[config.mk]
export PLATFORM = sky130hd
export DESIGN_NAME = dualfmt_serial_rx
export DESIGN_NICKNAME = d
export VERILOG_FILES = /design/src/rtl/serrx_pkg.sv /design/src/rtl/serrx_sync.sv /design/src/rtl/serrx_bitclk.sv /design/src/rtl/serrx_deframer.sv /design/src/rtl/dualfmt_serial_rx.sv
export SDC_FILE = /design/constraint.sdc
export NUM_CORES = 1
export LEC_CHECK = 0
export ABC_AREA = 0
export CORE_MARGIN = 1.5
export CORE_UTILIZATION = 67
export CTS_CLUSTER_DIAMETER = 40
export DETAILED_ROUTE_END_ITERATION = 10
export DONT_BUFFER_PORTS = 1
export GPL_TIMING_DRIVEN = 0
export PLACE_DENSITY = 0.83
export SYNTH_ARGS = -nofsm -noshare
export SYNTH_HDL_FRONTEND = slang
export SYNTH_SLANG_ARGS = --single-unit
export TNS_END_PERCENT = 5
[constraint.sdc]
create_clock -name clk -period 4.8 [get_ports clk]
set_clock_uncertainty 0.05 [all_clocks]
set_input_delay 0.24 -clock clk [delete_from_list [all_inputs] [get_ports clk]]
set_output_delay 0.24 -clock clk [all_outputs]
set_load 0.005 [all_outputs]
[src/rtl/serrx_pkg.sv]
package serrx_pkg;
  localparam int CHAR_BITS = 7;
  localparam int BIN_BITS  = 32;
  // bit periods skipped after an unsupported format: payload + parity + stop
  localparam int SKIP_BITS = BIN_BITS + 2;

  typedef enum logic [2:0] {
    DF_IDLE, DF_FM1, DF_FM2, DF_DATA, DF_PAR, DF_STOP, DF_SKIP
  } dfr_state_t;

  typedef enum logic [1:0] {
    SM_HUNT, SM_CHK, SM_RUN
  } smp_state_t;
endpackage

[src/rtl/serrx_sync.sv]
module serrx_sync #(
  parameter int W = 2
) (
  input  logic         clk,
  input  logic         rst,
  input  logic [W-1:0] d,
  output logic [W-1:0] q
);
  for (genvar i = 0; i < W; i++) begin : g_bit
    logic s1, s2;
    always_ff @(posedge clk) begin
      if (rst) begin
        s1 <= 1'b1;
        s2 <= 1'b1;
      end else begin
        s1 <= d[i];
        s2 <= s1;
      end
    end
    assign q[i] = s2;
  end
endmodule

[src/rtl/serrx_bitclk.sv]
module serrx_bitclk
  import serrx_pkg::*;
#(
  parameter int CLK_HZ = 50_000_000,
  parameter int BAUD   = 9600
) (
  input  logic clk,
  input  logic rst,
  input  logic async_mode,
  input  logic sclk_s,
  input  logic din_s,
  input  logic frame_end,
  output logic bit_stb,
  output logic bit_val
);
  localparam int DIV  = CLK_HZ / BAUD;
  localparam int HALF = DIV / 2;
  localparam int CW   = $clog2(DIV + 1);

  smp_state_t    st;
  logic [CW-1:0] cnt;
  logic          sclk_d, din_d;

  always_ff @(posedge clk) begin
    if (rst) begin
      st      <= SM_HUNT;
      cnt     <= '0;
      bit_stb <= 1'b0;
      bit_val <= 1'b1;
      sclk_d  <= 1'b0;
      din_d   <= 1'b1;
    end else begin
      bit_stb <= 1'b0;
      sclk_d  <= sclk_s;
      din_d   <= din_s;
      if (!async_mode) begin
        st <= SM_HUNT;
        if (sclk_s && !sclk_d) begin
          bit_stb <= 1'b1;
          bit_val <= din_s;
        end
      end else begin
        unique case (st)
          SM_HUNT: if (din_d && !din_s) begin
            st  <= SM_CHK;
            cnt <= CW'(HALF - 1);
          end
          SM_CHK: if (cnt == '0) begin
            if (!din_s) begin
              bit_stb <= 1'b1;
              bit_val <= 1'b0;
              cnt     <= CW'(DIV - 1);
              st      <= SM_RUN;
            end else begin
              st <= SM_HUNT;
            end
          end else begin
            cnt <= cnt - 1'b1;
          end
          SM_RUN: if (frame_end) begin
            st <= SM_HUNT;
          end else if (cnt == '0) begin
            bit_stb <= 1'b1;
            bit_val <= din_s;
            cnt     <= CW'(DIV - 1);
          end else begin
            cnt <= cnt - 1'b1;
          end
          default: st <= SM_HUNT;
        endcase
      end
    end
  end

  assert_hunt_quiet_R7: assert property (@(posedge clk) disable iff (rst)
    (async_mode && st == SM_HUNT) |=> !bit_stb);
  assert_clk_edge_only_R6: assert property (@(posedge clk) disable iff (rst)
    (!async_mode && !(sclk_s && !sclk_d)) |=> !bit_stb);
endmodule

[src/rtl/serrx_deframer.sv]
module serrx_deframer
  import serrx_pkg::*;
(
  input  logic        clk,
  input  logic        rst,
  input  logic        bit_stb,
  input  logic        bit_val,
  output logic [31:0] data,
  output logic        bin,
  output logic        valid,
  output logic        perr,
  output logic        brk,
  output logic        fmt,
  output logic        frame_end
);
  dfr_state_t  st;
  logic        fm1, par;
  logic [5:0]  cnt;
  logic [31:0] shreg;

  always_ff @(posedge clk) begin
    if (rst) begin
      st <= DF_IDLE; fm1 <= 1'b0; par <= 1'b0; cnt <= '0; shreg <= '0;
      data <= '0; bin <= 1'b0; valid <= 1'b0; perr <= 1'b0;
      brk <= 1'b0; fmt <= 1'b0; frame_end <= 1'b0;
    end else begin
      valid <= 1'b0; perr <= 1'b0; brk <= 1'b0; fmt <= 1'b0; frame_end <= 1'b0;
      if (bit_stb) begin
        unique case (st)
          DF_IDLE: if (!bit_val) begin
            st <= DF_FM1; par <= 1'b0; shreg <= '0;
          end
          DF_FM1: begin
            fm1 <= bit_val; par <= bit_val; st <= DF_FM2;
          end
          DF_FM2: begin
            par <= par ^ bit_val;
            if (fm1 && bit_val) begin
              fmt <= 1'b1;
              cnt <= 6'(SKIP_BITS - 1);
              st  <= DF_SKIP;
            end else begin
              cnt <= fm1 ? 6'(BIN_BITS - 1) : 6'(CHAR_BITS - 1);
              st  <= DF_DATA;
            end
          end
          DF_DATA: begin
            shreg <= {shreg[30:0], bit_val};
            par   <= par ^ bit_val;
            if (cnt == '0) st <= DF_PAR;
            else cnt <= cnt - 1'b1;
          end
          DF_PAR: begin
            par <= par ^ bit_val; st <= DF_STOP;
          end
          DF_STOP: begin
            frame_end <= 1'b1;
            st        <= DF_IDLE;
            if (!bit_val) brk <= 1'b1;
            else if (par) perr <= 1'b1;
            else begin
              valid <= 1'b1; data <= shreg; bin <= fm1;
            end
          end
          DF_SKIP: if (cnt == '0) begin
            frame_end <= 1'b1; st <= DF_IDLE;
          end else begin
            cnt <= cnt - 1'b1;
          end
          default: st <= DF_IDLE;
        endcase
      end
    end
  end

  assert_pulse_excl_R9: assert property (@(posedge clk) disable iff (rst)
    $onehot0({valid, perr, brk, fmt}));
  assert_valid_single_R1: assert property (@(posedge clk) disable iff (rst)
    valid |=> !valid);
  assert_char_zext_R2: assert property (@(posedge clk) disable iff (rst)
    (valid && !bin) |-> (data[31:7] == '0));
  assert_break_stop0_R4: assert property (@(posedge clk) disable iff (rst)
    brk |-> $past(bit_stb && !bit_val && st == DF_STOP));
  assert_fmt_cause_R5: assert property (@(posedge clk) disable iff (rst)
    fmt |-> $past(bit_stb && bit_val && fm1 && st == DF_FM2));
endmodule

[src/rtl/dualfmt_serial_rx.sv]
module dualfmt_serial_rx #(
  parameter int CLK_HZ = 50_000_000,
  parameter int BAUD   = 9600
) (
  input  logic        clk,
  input  logic        rst,
  input  logic        mode_strap,
  input  logic        sclk,
  input  logic        sdin,
  output logic [31:0] rx_data,
  output logic        rx_bin,
  output logic        rx_valid,
  output logic        rx_parity_err,
  output logic        rx_break,
  output logic        rx_format_err
);
  logic       async_q;
  logic [1:0] sync_q;
  logic       bit_stb, bit_val, frame_end;

  // transport mode is captured only while reset is held
  always_ff @(posedge clk) begin
    if (rst) async_q <= mode_strap;
  end

  serrx_sync #(.W(2)) u_sync (
    .clk(clk), .rst(rst), .d({sclk, sdin}), .q(sync_q)
  );

  serrx_bitclk #(.CLK_HZ(CLK_HZ), .BAUD(BAUD)) u_bitclk (
    .clk(clk), .rst(rst), .async_mode(async_q),
    .sclk_s(sync_q[1]), .din_s(sync_q[0]), .frame_end(frame_end),
    .bit_stb(bit_stb), .bit_val(bit_val)
  );

  serrx_deframer u_dfr (
    .clk(clk), .rst(rst), .bit_stb(bit_stb), .bit_val(bit_val),
    .data(rx_data), .bin(rx_bin), .valid(rx_valid), .perr(rx_parity_err),
    .brk(rx_break), .fmt(rx_format_err), .frame_end(frame_end)
  );

  assert_mode_fixed_R8: assert property (@(posedge clk) disable iff (rst)
    !rst |=> $stable(async_q));
endmodule

==> results of run 1 <==
-- synth_stat cells, types with 4 or more instances --
cell	count	area (um^2)
dfxtp_1	104	2080
nand2_1	91	342
a21oi_1	58	290
nor2_1	53	199
a22oi_1	32	240
clkbuf_1	32	120
o21ai_0	15	75.1
inv_1	13	48.8
nand3_1	11	55.1
nor3_1	10	50.1
a21o_1	9	67.6
ha_1	9	113
a31oi_1	7	43.8
nand2b_1	6	37.5
or2_2	5	31.3
or3_1	5	31.3
a211oi_1	4	30.0
and2_1	4	25.0
buf_2	4	20.0
nand3b_1	4	30.0
nand4_1	4	25.0
nor2b_1	4	25.0
-- stage by stage --
| step | util | setup slack (ns) | instances | hold WS [ns] |
|---|---|---|---|---|
| 4_1_cts | 0.746 | 2.51 | 625 | 0.198 |
| 2_1_floorplan | - | 2.76 | 529 | 0.289 |
| 6_report | 0.746 | 2.46 | 625 | 0.202 |
| 5_1_grt | 0.746 | 2.33 | 625 | 0.252 |
| 3_3_place_gp | 0.710 | 2.64 | 606 | 0.289 |
| 3_5_place_dp | 0.710 | 2.54 | 606 | 0.289 |
-- area by class of cell --
cell class | count | area, um^2
buffer | 36 | 140
inverter | 13 | 48.8
sequential | 105 | 2110
tap | 77 | 96.3
fill | 478 | 1610
multi-input combinational | 375 | 2110
clock inverter | 6 | 62.6
timing repair buffer | 4 | 40.0
clock buffer | 9 | 124
-- timing repair --
action                                 CTS  global route
endpoints found under the hold margin    4             0
setup buffers                            0             0
hold buffers                             4             0
-- cells by family after synthesis --
kind of cell    synth area share
compound gates             0.215
xor+xnor                 0.00198
fa+ha+maj                 0.0255
buf+inv                   0.0428
flops                      0.478
mux                      0.00454
simple gates               0.232
-- critical path, stage by stage (launching register included) --
cell and delay (ns):
dfxtp_1 0.40, inv_1 0.09, ha_1 0.25, and2_1 0.18, a2111oi_4 0.43, o31a_1 0.21
buf_2 0.23, a31oi_1 0.14, a211oi_1 0.26
-- metal layers --
layer  track usage  wire length, um  vias to the layer above  part of all wire
met1         0.364             4270                     1816              0.44
met2         0.473             4730                      121              0.49
li1              -                -                     1870                 -
met4        0.0924              101                        0             0.010
met5             0                0                        -                 0
met3        0.0787              545                       14             0.057
-- path summary, 6_finish.rpt --
path / start / endpoint / slack, ns / cells past startpoint
hold reg to reg: u_sync.g_bit[1].s1 / u_sync.g_bit[1].s2 / 0.38 / 1
setup / recovery: u_bitclk.st[0] / u_bitclk.cnt[12] / 2.46 / 8
hold / removal: rst / u_bitclk.sclk_d / 0.20 / 2
setup reg to reg: u_bitclk.st[0] / u_bitclk.cnt[12] / 2.46 / 8
-- power groups by stage --
stage	logic [mW]	registers, mW	clock network (mW)
6_report	0.133	0.894	0.517
5_1_grt	0.149	0.896	0.556
4_1_cts	0.130	0.894	0.522
3_5_place_dp	0.126	0.914	0
3_3_place_gp	0.122	0.913	0
2_1_floorplan	0.0979	0.911	0
-- registers in the layout, summed over array words and instances, names as in the netlist --
signal            cells
u_dfr.bin             1
u_bitclk.bit_stb      1
async_q               1
u_dfr.data           32
u_dfr.valid           1
u_dfr.brk             1
u_bitclk.st           2
u_bitclk.bit_val      1
u_dfr.frame_end       1
u_dfr.cnt             6
u_dfr.perr            1
u_bitclk.din_d        1
u_dfr.fmt             1
u_dfr.fm1             1
u_sync.g_bit.s1       2
u_sync.g_bit.s2       2
u_dfr.st              3
u_dfr.par             1
u_bitclk.sclk_d       1
u_dfr.shreg          32
u_bitclk.cnt         13
==> results.md, run 1 <==
- Period utilisation layout: 0.488
- Sum of routed wire length over all layers: 9640 um
- Routability Congestion: 0.892
- Number of clock sinks: 105
- Number of antenna repair diodes: 0
- Worst Setup Path Type: flip-flop to flip-flop
- Count of vias placed by the detailed router: 3821
- Count of routing violations after the opening detailed-route iteration: 305
- Fmax: 427 MHz
- CTS tree: done
- Required time of the critical path: 5.02 ns
- Average cell area after synthesis: 8.34 um^2
- Sequential cell area fraction in the yosys report: 0.478
- RSZ-0062 raised after global routing: false
- Avg WL per Cell: 15.4 um
- Via-per-instance ratio: 6.11
- Peak fanout along the critical path: 10
- Count of H-tree levels built during CTS: 3
- Type of origin of the critical path: flip-flop
- EDFF count, synth: 1
- Number of placement rows: 29
- Power density relative to cell area: 326 nW/um^2
- Area of the core region: 6350 um^2
- Layout net count: 558
- Setup total negative slack: 0 ns
- Area of the die: 7080 um^2
- Clk buf depth: 2
- Post-synth design cell area: 4410 um^2
- Worst relative slew slack: 0.475
- Final count of negative-setup-slack endpoints: 0
- Worst Setup End Kind: flip-flop
- Syn-to-layout area delta: 7.31%
- Count of mapped cells out of synthesis: 529
- Outcome: completed
- Highest ir drop seen on vdd: 0.290 mV
- Critical path data arrival time: 2.56 ns
- Prevailing post-synth register cell: dfxtp_1
- Post-synth net total: 543
- Leakage dissipation: 1.62 nW
- Horizontal extent of the die: 84.2 um
- Reported max-cap violation count: 0
- Final Cell Area: 4740 um^2
- Commonest non-fill, non-tap cell in the layout: dfxtp_1
- Worst-Margin Slew: 0.786 ns
- Type of the most critical hold path: primary input to flip-flop
- DR DRC count: 0
- IO Pins: 42
- Switching part of the total: 0.270
- Hpwl dp: 6710 um
- Max-slew violation count: 0
- Total power: 1.54 mW
- Portion of total power attributed to combinational logic: 0.086
- Leftover overflow at the end of global routing: 0
- Wire length of the first global-routing pass: 16600 um
- Final ANT Viol Nets: 0
- Total placed instance area: 4510 um^2
- Detailed Routing Iterations Pass 1: 6
- Initial core utilization: 0.695
- Number of resized instances in the post-cts repair step: 0
- Antenna violations before repair: 0
- Number of warnings issued by yosys: 0
- Clock transition time at the flip-flop clock pins of the worst setup and hold paths: 0.10 ns
- Total global routing track utilization: 0.286
- Maximum number of pins on one net before global-route repair: 20
- Post-layout minimum cycle time: 2.34 ns
- Clk root buf: clkbuf_8
- Total net switching power: 417 uW
- Cts bufs inserted: 9
- Via count of the first global-routing pass: 3682
- Top library cells by usage in the layout, fill and taps aside: 104 x dfxtp_1, 91 x nand2_1, 58 x a21oi_1, 53 x nor2_1
- Total of buffers placed on input and output ports: 0
- Layout cell share with drive strength beyond 1: 0.0675
- Clock latency on the worst-skew pair: 0.36 ns
- Share of async-settable or async-resettable flops after synthesis: 0
- Internal power contribution: 1.13 mW
- Die span in y: 84.2 um
- Portion of total power attributed to sequential cells: 0.579
- Register bit total from synthesis: 105
- Final Hold Viols: 0
- Number of different library cells in the post-synthesis netlist: 52
- Relative contribution of the clock network to total power: 0.335
Note: power is estimated with default switching activity, not from simulation.
==> run 2, diff against run 1 <==
- CORE_UTILIZATION: 67 -> 56
- PLACE_DENSITY: 0.83 -> 0.74
- clock period: 4.8 -> 2.1 ns (I/O delays scaled with it)
==> run 2 against run 1 <==
Sequential cell count did not move. Die area rose by 19%. Fmax rose by 17%. Core utilization fell by 11 points. Non-clock buffer count rose by 5. Sequential power rose by 130%.
==> results.md, run 2 (synthesis results as in run 1) <==
- Fin worst setup slack: 0.0906 ns
- Critical R2R Launch: u_bitclk.cnt[1]
- Number of antenna repair diodes: 0
- Highest ir drop seen on vdd: 0.678 mV
- Layout net count: 563
- Worst Setup End Kind: flip-flop
- Reported max-cap violation count: 0
- Filler instances: 690
- Type of the most critical hold path: primary input to flip-flop
- Power density relative to cell area: 735 nW/um^2
- Worst reg-to-reg setup slack: 0.09 ns
- Worst R2R Path Depth: 8
- Internal power contribution: 2.61 mW
- Total power: 3.59 mW
- Hpwl dp: 6650 um
- Met3 layer usage reported by global route: 0.0622
- Post-layout minimum cycle time: 2.01 ns
- Antenna violations before repair: 0
- Portion of total power attributed to sequential cells: 0.568
- DR DRC count: 0
- Wire length of the first global-routing pass: 16400 um
- Worst relative slew slack: 0.580
- Count of vias placed by the detailed router: 3796
- Top library cells by usage in the layout, fill and taps aside: 102 x dfxtp_1, 91 x nand2_1, 58 x a21oi_1, 52 x nor2_1, 32 x a22oi_1
- Initial core utilization: 0.574
- RSZ-0062 raised after global routing: true
- Horizontal extent of the die: 91.8 um
- Cts bufs inserted: 9
- Avg WL per Cell: 15.1 um
- Period utilisation layout: 0.957
- Worst Setup Path Type: flip-flop to flip-flop
- Leftover overflow at the end of global routing: 0
- Final count of negative-setup-slack endpoints: 0
- Die span in y: 91.8 um
- Commonest non-fill, non-tap cell in the layout: dfxtp_1
- Via count of the first global-routing pass: 3566
- Count of routing violations after the opening detailed-route iteration: 321
- Switching part of the total: 0.275
- Maximum number of pins on one net before global-route repair: 21
- WHS: 0.0575 ns
- Number of clock sinks: 105
- Clk buf depth: 2
- Max-slew violation count: 0
- Clk root buf: clkbuf_8
- Outcome: completed
- CTS tree: done
- Required time of the critical path: 2.33 ns
- Relative contribution of the clock network to total power: 0.336
- Fmax: 498 MHz
- Layout cell share with drive strength beyond 1: 0.0993
- Type of origin of the critical path: flip-flop
- Critical path data arrival time: 2.24 ns
- Clock latency on the worst-skew pair: 0.38 ns
- Portion of total power attributed to combinational logic: 0.095
- Clock transition time at the flip-flop clock pins of the worst setup and hold paths: 0.11 ns
- Worst-Margin Slew: 0.630 ns
- Area of the die: 8420 um^2
- Total net switching power: 987 uW
- Sum of routed wire length over all layers: 9940 um
- Setup total negative slack: 0 ns
- Number of placement rows: 32
- Area of the core region: 7690 um^2
- End of the critical path: u_bitclk.bit_val
- Final Core Density: 0.636
- Global routing met1 resource utilization: 0.309
- Endpoint of the most critical register-to-register path: u_bitclk.bit_val
- IO Pins: 42
- Detailed Routing Iterations Pass 1: 5
- Beginning of the critical path: u_bitclk.cnt[1]
- Final Hold Viols: 0
- Total of buffers placed on input and output ports: 0
- Syn-to-layout area delta: 10.8%
- Via-per-instance ratio: 5.79
- Routability Congestion: 0.933
- Layer with the highest usage: met2
- Count of H-tree levels built during CTS: 3
- Largest registers: u_dfr.data x32, u_dfr.shreg x32, u_bitclk.cnt x13
- Final ANT Viol Nets: 0
- Global-route met2 utilization: 0.397
- Peak fanout along the critical path: 6
- Total global routing track utilization: 0.243
- Worst slack at placement: -0.120 ns
- Leakage dissipation: 1.67 nW
run 2: power by group through the flow:
stage / Sequential, mW / Combinational, mW / Clock (mW)
after floorplan: 2.08 / 0.224 / 0
after global routing: 2.05 / 0.376 / 1.31
after detailed placement: 2.09 / 0.289 / 0
after global placement: 2.09 / 0.284 / 0
final: 2.04 / 0.342 / 1.21
after CTS: 2.04 / 0.307 / 1.23
run 2: critical path: stages, from the launching register on:
cell and delay, ns:
dfxtp_1 0.35, inv_1 0.12, ha_2 0.21, nor4b_4 0.24
nand4_1 0.12, buf_4 0.18, a2111oi_4 0.29, o21ai_0 0.15
a21o_1 0.21
run 2: area by class of cell:
type	count	area, um^2	area share
multi-input cells	375	2180	0.445
flip-flops and latches	105	2120	0.433
plain buffers	36	154	0.0315
well taps	102	128	0.0261
clock buffers	9	124	0.0253
repair buffers	9	75.1	0.0153
clock inverters	7	70.1	0.0143
inverters	13	48.8	0.00997
run 2: timing repair:
action,in CTS,in global routing
pin swaps,1,8
endpoints found under the setup margin,12,50
gates cloned,0,1
resized for setup,5,19
endpoints found under the hold margin,4,0
buffers inserted,1,3
hold buffers,4,0
run 2: worst min path at each step:
| stage | from | endpoint | slack, ns | cells after the start |
|---|---|---|---|---|
| 4_1_cts | rst | u_bitclk.sclk_d | 0.05 | 2 |
| 6_report | rst | u_bitclk.sclk_d | 0.06 | 2 |
| 5_1_grt | rst | u_bitclk.sclk_d | 0.08 | 2 |
| 2_1_floorplan | mode_strap | async_q | 0.15 | 0 |
| 3_3_place_gp | mode_strap | async_q | 0.15 | 0 |
| 3_5_place_dp | mode_strap | async_q | 0.15 | 0 |
run 2: layer usage:
metal  part of all wire  wire length [um]
met5                  0                 0
met2               0.47              4670
met3              0.050               493
met1               0.46              4590
met4              0.019               187
run 2: stage by stage:
step / instances / instance area [um^2]
2_1_floorplan: 529 / 4410
4_1_cts: 652 / 4790
6_report: 656 / 4890
5_1_grt: 656 / 4890
3_3_place_gp: 631 / 4540
3_5_place_dp: 631 / 4540
==> run 3, diff against run 2 <==
- SETUP_SLACK_MARGIN: unset -> 0.1
==> run 3 against run 2 <==
Sequential power is essentially flat. Worst setup slack gained 0.040 ns. Wire length grew 2.0%. Non-clock buffer count grew 2. Via count grew 2.5%. Die area is the same. Critical path type unchanged.
==> results.md, run 3 (synthesis results as in run 1) <==
- Clock transition time at the flip-flop clock pins of the worst setup and hold paths: 0.11 ns
- Final Core Density: 0.639
- Cts bufs inserted: 9
- Area of the die: 8420 um^2
- Switching part of the total: 0.268
- Syn-to-layout area delta: 11.3%
- Global-route met2 utilization: 0.410
- Total of buffers placed on input and output ports: 0
- Peak fanout along the critical path: 4
- Layout net count: 565
- CP max stage delay: 0.40 ns
- Total net switching power: 953 uW
- Number of antenna repair diodes: 0
- Fin cells: 658
- Detailed Routing Iterations Pass 1: 5
- IO Pins: 42
- Routability Congestion: 0.925
- Final Cell Area: 4910 um^2
- Hpwl dp: 6780 um
- Critical path data arrival time: 2.21 ns
- Cell-by-cell trace of the critical path: inv_1 -> ha_2 -> and2_1 -> a2111oi_4 -> buf_4 -> o31ai_4 -> or4_1 -> a21oi_1
- Number of placement rows: 32
- Clk root buf: clkbuf_8
- Period utilisation layout: 0.938
- Die span in y: 91.8 um
- Internal power contribution: 2.61 mW
- Layout cell share with drive strength beyond 1: 0.112
- Top library cells by usage in the layout, fill and taps aside: 100 x dfxtp_1, 90 x nand2_1, 58 x a21oi_1, 52 x nor2_1, 32 x a22oi_1
- Fmax: 508 MHz
- Register area: 2120 um^2
- Type of the most critical hold path: primary input to flip-flop
- Via-per-instance ratio: 5.91
- Highest ir drop seen on vdd: 0.581 mV
- Outcome: completed
- Avg WL per Cell: 15.4 um
- WHS: 0.0789 ns
- Total placed instance area: 4540 um^2
- Final ANT Viol Nets: 0
- Global routing met1 resource utilization: 0.332
- Layer with the highest usage: met2
- RSZ-0062 raised after global routing: true
- Worst reg-to-reg setup slack: 0.13 ns
- Power density relative to cell area: 724 nW/um^2
- Largest registers: u_dfr.data x32, u_dfr.shreg x32, u_bitclk.cnt x13
- Relative contribution of the clock network to total power: 0.323
- Final count of negative-setup-slack endpoints: 0
- Worst-Margin Slew: 0.635 ns
- Footprint of the multi-input gates: 2190 um^2
- Final Hold Viols: 0
- Post-layout minimum cycle time: 1.97 ns
- Required time of the critical path: 2.34 ns
- Count of vias placed by the detailed router: 3892
- Filler instances: 695
- Portion of total power attributed to sequential cells: 0.574
- Clock latency on the worst-skew pair: 0.37 ns
- CTS tree: done
- Area of the core region: 7690 um^2
- Crit-path leading delay family: simple AND/OR/NAND/NOR gates
- Initial core utilization: 0.574
- Critical-path top delay cell: or4_1
- Count of routing violations after the opening detailed-route iteration: 337
- Portion of total power attributed to combinational logic: 0.102
- Horizontal extent of the die: 91.8 um
- Worst Setup End Kind: flip-flop
- Leakage dissipation: 1.68 nW
- Wire length of the first global-routing pass: 17100 um
- Worst relative slew slack: 0.573
- Worst Setup Path Type: flip-flop to flip-flop
- Number of clock sinks: 105
- Count of H-tree levels built during CTS: 3
- Reported max-cap violation count: 0
- Via count of the first global-routing pass: 3666
- Leftover overflow at the end of global routing: 0
- Max-slew violation count: 0
- Commonest non-fill, non-tap cell in the layout: dfxtp_1
- Antenna violations before repair: 0
- Clk buf depth: 2
- Placed insts: 631
- Maximum number of pins on one net before global-route repair: 20
- Sum of routed wire length over all layers: 10100 um
- Type of origin of the critical path: flip-flop
- Total global routing track utilization: 0.250
- DR DRC count: 0
- Worst path buffer plus inverter count: 2
- Met3 layer usage reported by global route: 0.0522
==> run 3: final timing paths <==
check / end / from / cells past startpoint
worst max-delay path: u_bitclk.cnt[7] / u_bitclk.st[0] / 8
worst min-delay path: u_bitclk.sclk_d / rst / 2
worst max register to register: u_bitclk.cnt[7] / u_bitclk.st[0] / 8
worst min register to register: u_sync.g_bit[0].s2 / u_sync.g_bit[0].s1 / 1
==> run 3: layer usage <==
metal	wire length (um)	vias to the layer above
met4	125	0
met1	4610	1879
li1	-	1899
met2	4880	100
met5	0	-
met3	515	14
==> run 3: final cells by class <==
| cell class | count | share of cell area |
|---|---|---|
| Timing Repair Buffer | 11 | 0.0188 |
| Tap cell | 102 | 0.0260 |
| Clock inverter | 6 | 0.0102 |
| Clock buffer | 10 | 0.0260 |
| Sequential cell | 105 | 0.432 |
| Inverter | 13 | 0.00993 |
| Buffer | 36 | 0.0311 |
| Multi-Input combinational cell | 375 | 0.446 |
==> run 3: timing repair <==
| item | CTS | global route |
|---|---|---|
| setup endpoints to repair | 15 | 82 |
| buffers inserted | 5 | 2 |
| hold buffers | 4 | 0 |
| pin swaps | 1 | 5 |
| resized for setup | 8 | 23 |
| hold endpoints to repair | 4 | 0 |
==> run 3: power by group through the flow <==
| stage | Sequential (mW) | Clock [mW] | Combinational, mW |
|---|---|---|---|
| floorplan | 2.08 | 0 | 0.224 |
| global placement | 2.09 | 0 | 0.283 |
| detailed placement | 2.09 | 0 | 0.291 |
| CTS | 2.04 | 1.18 | 0.329 |
| global route | 2.05 | 1.24 | 0.399 |
| finish | 2.04 | 1.15 | 0.364 |
==> run 3: through the flow <==
| step | TNS (ns) | setup WS, ns | power [mW] |
|---|---|---|---|
| floorplan | 0 | 0.191 | 2.31 |
| global placement | 0 | 0.000424 | 2.37 |
| detailed placement | -0.0256 | -0.0256 | 2.38 |
| CTS | 0 | 0.0795 | 3.55 |
| global route | 0 | 0.00651 | 3.69 |
| finish | 0 | 0.130 | 3.56 |
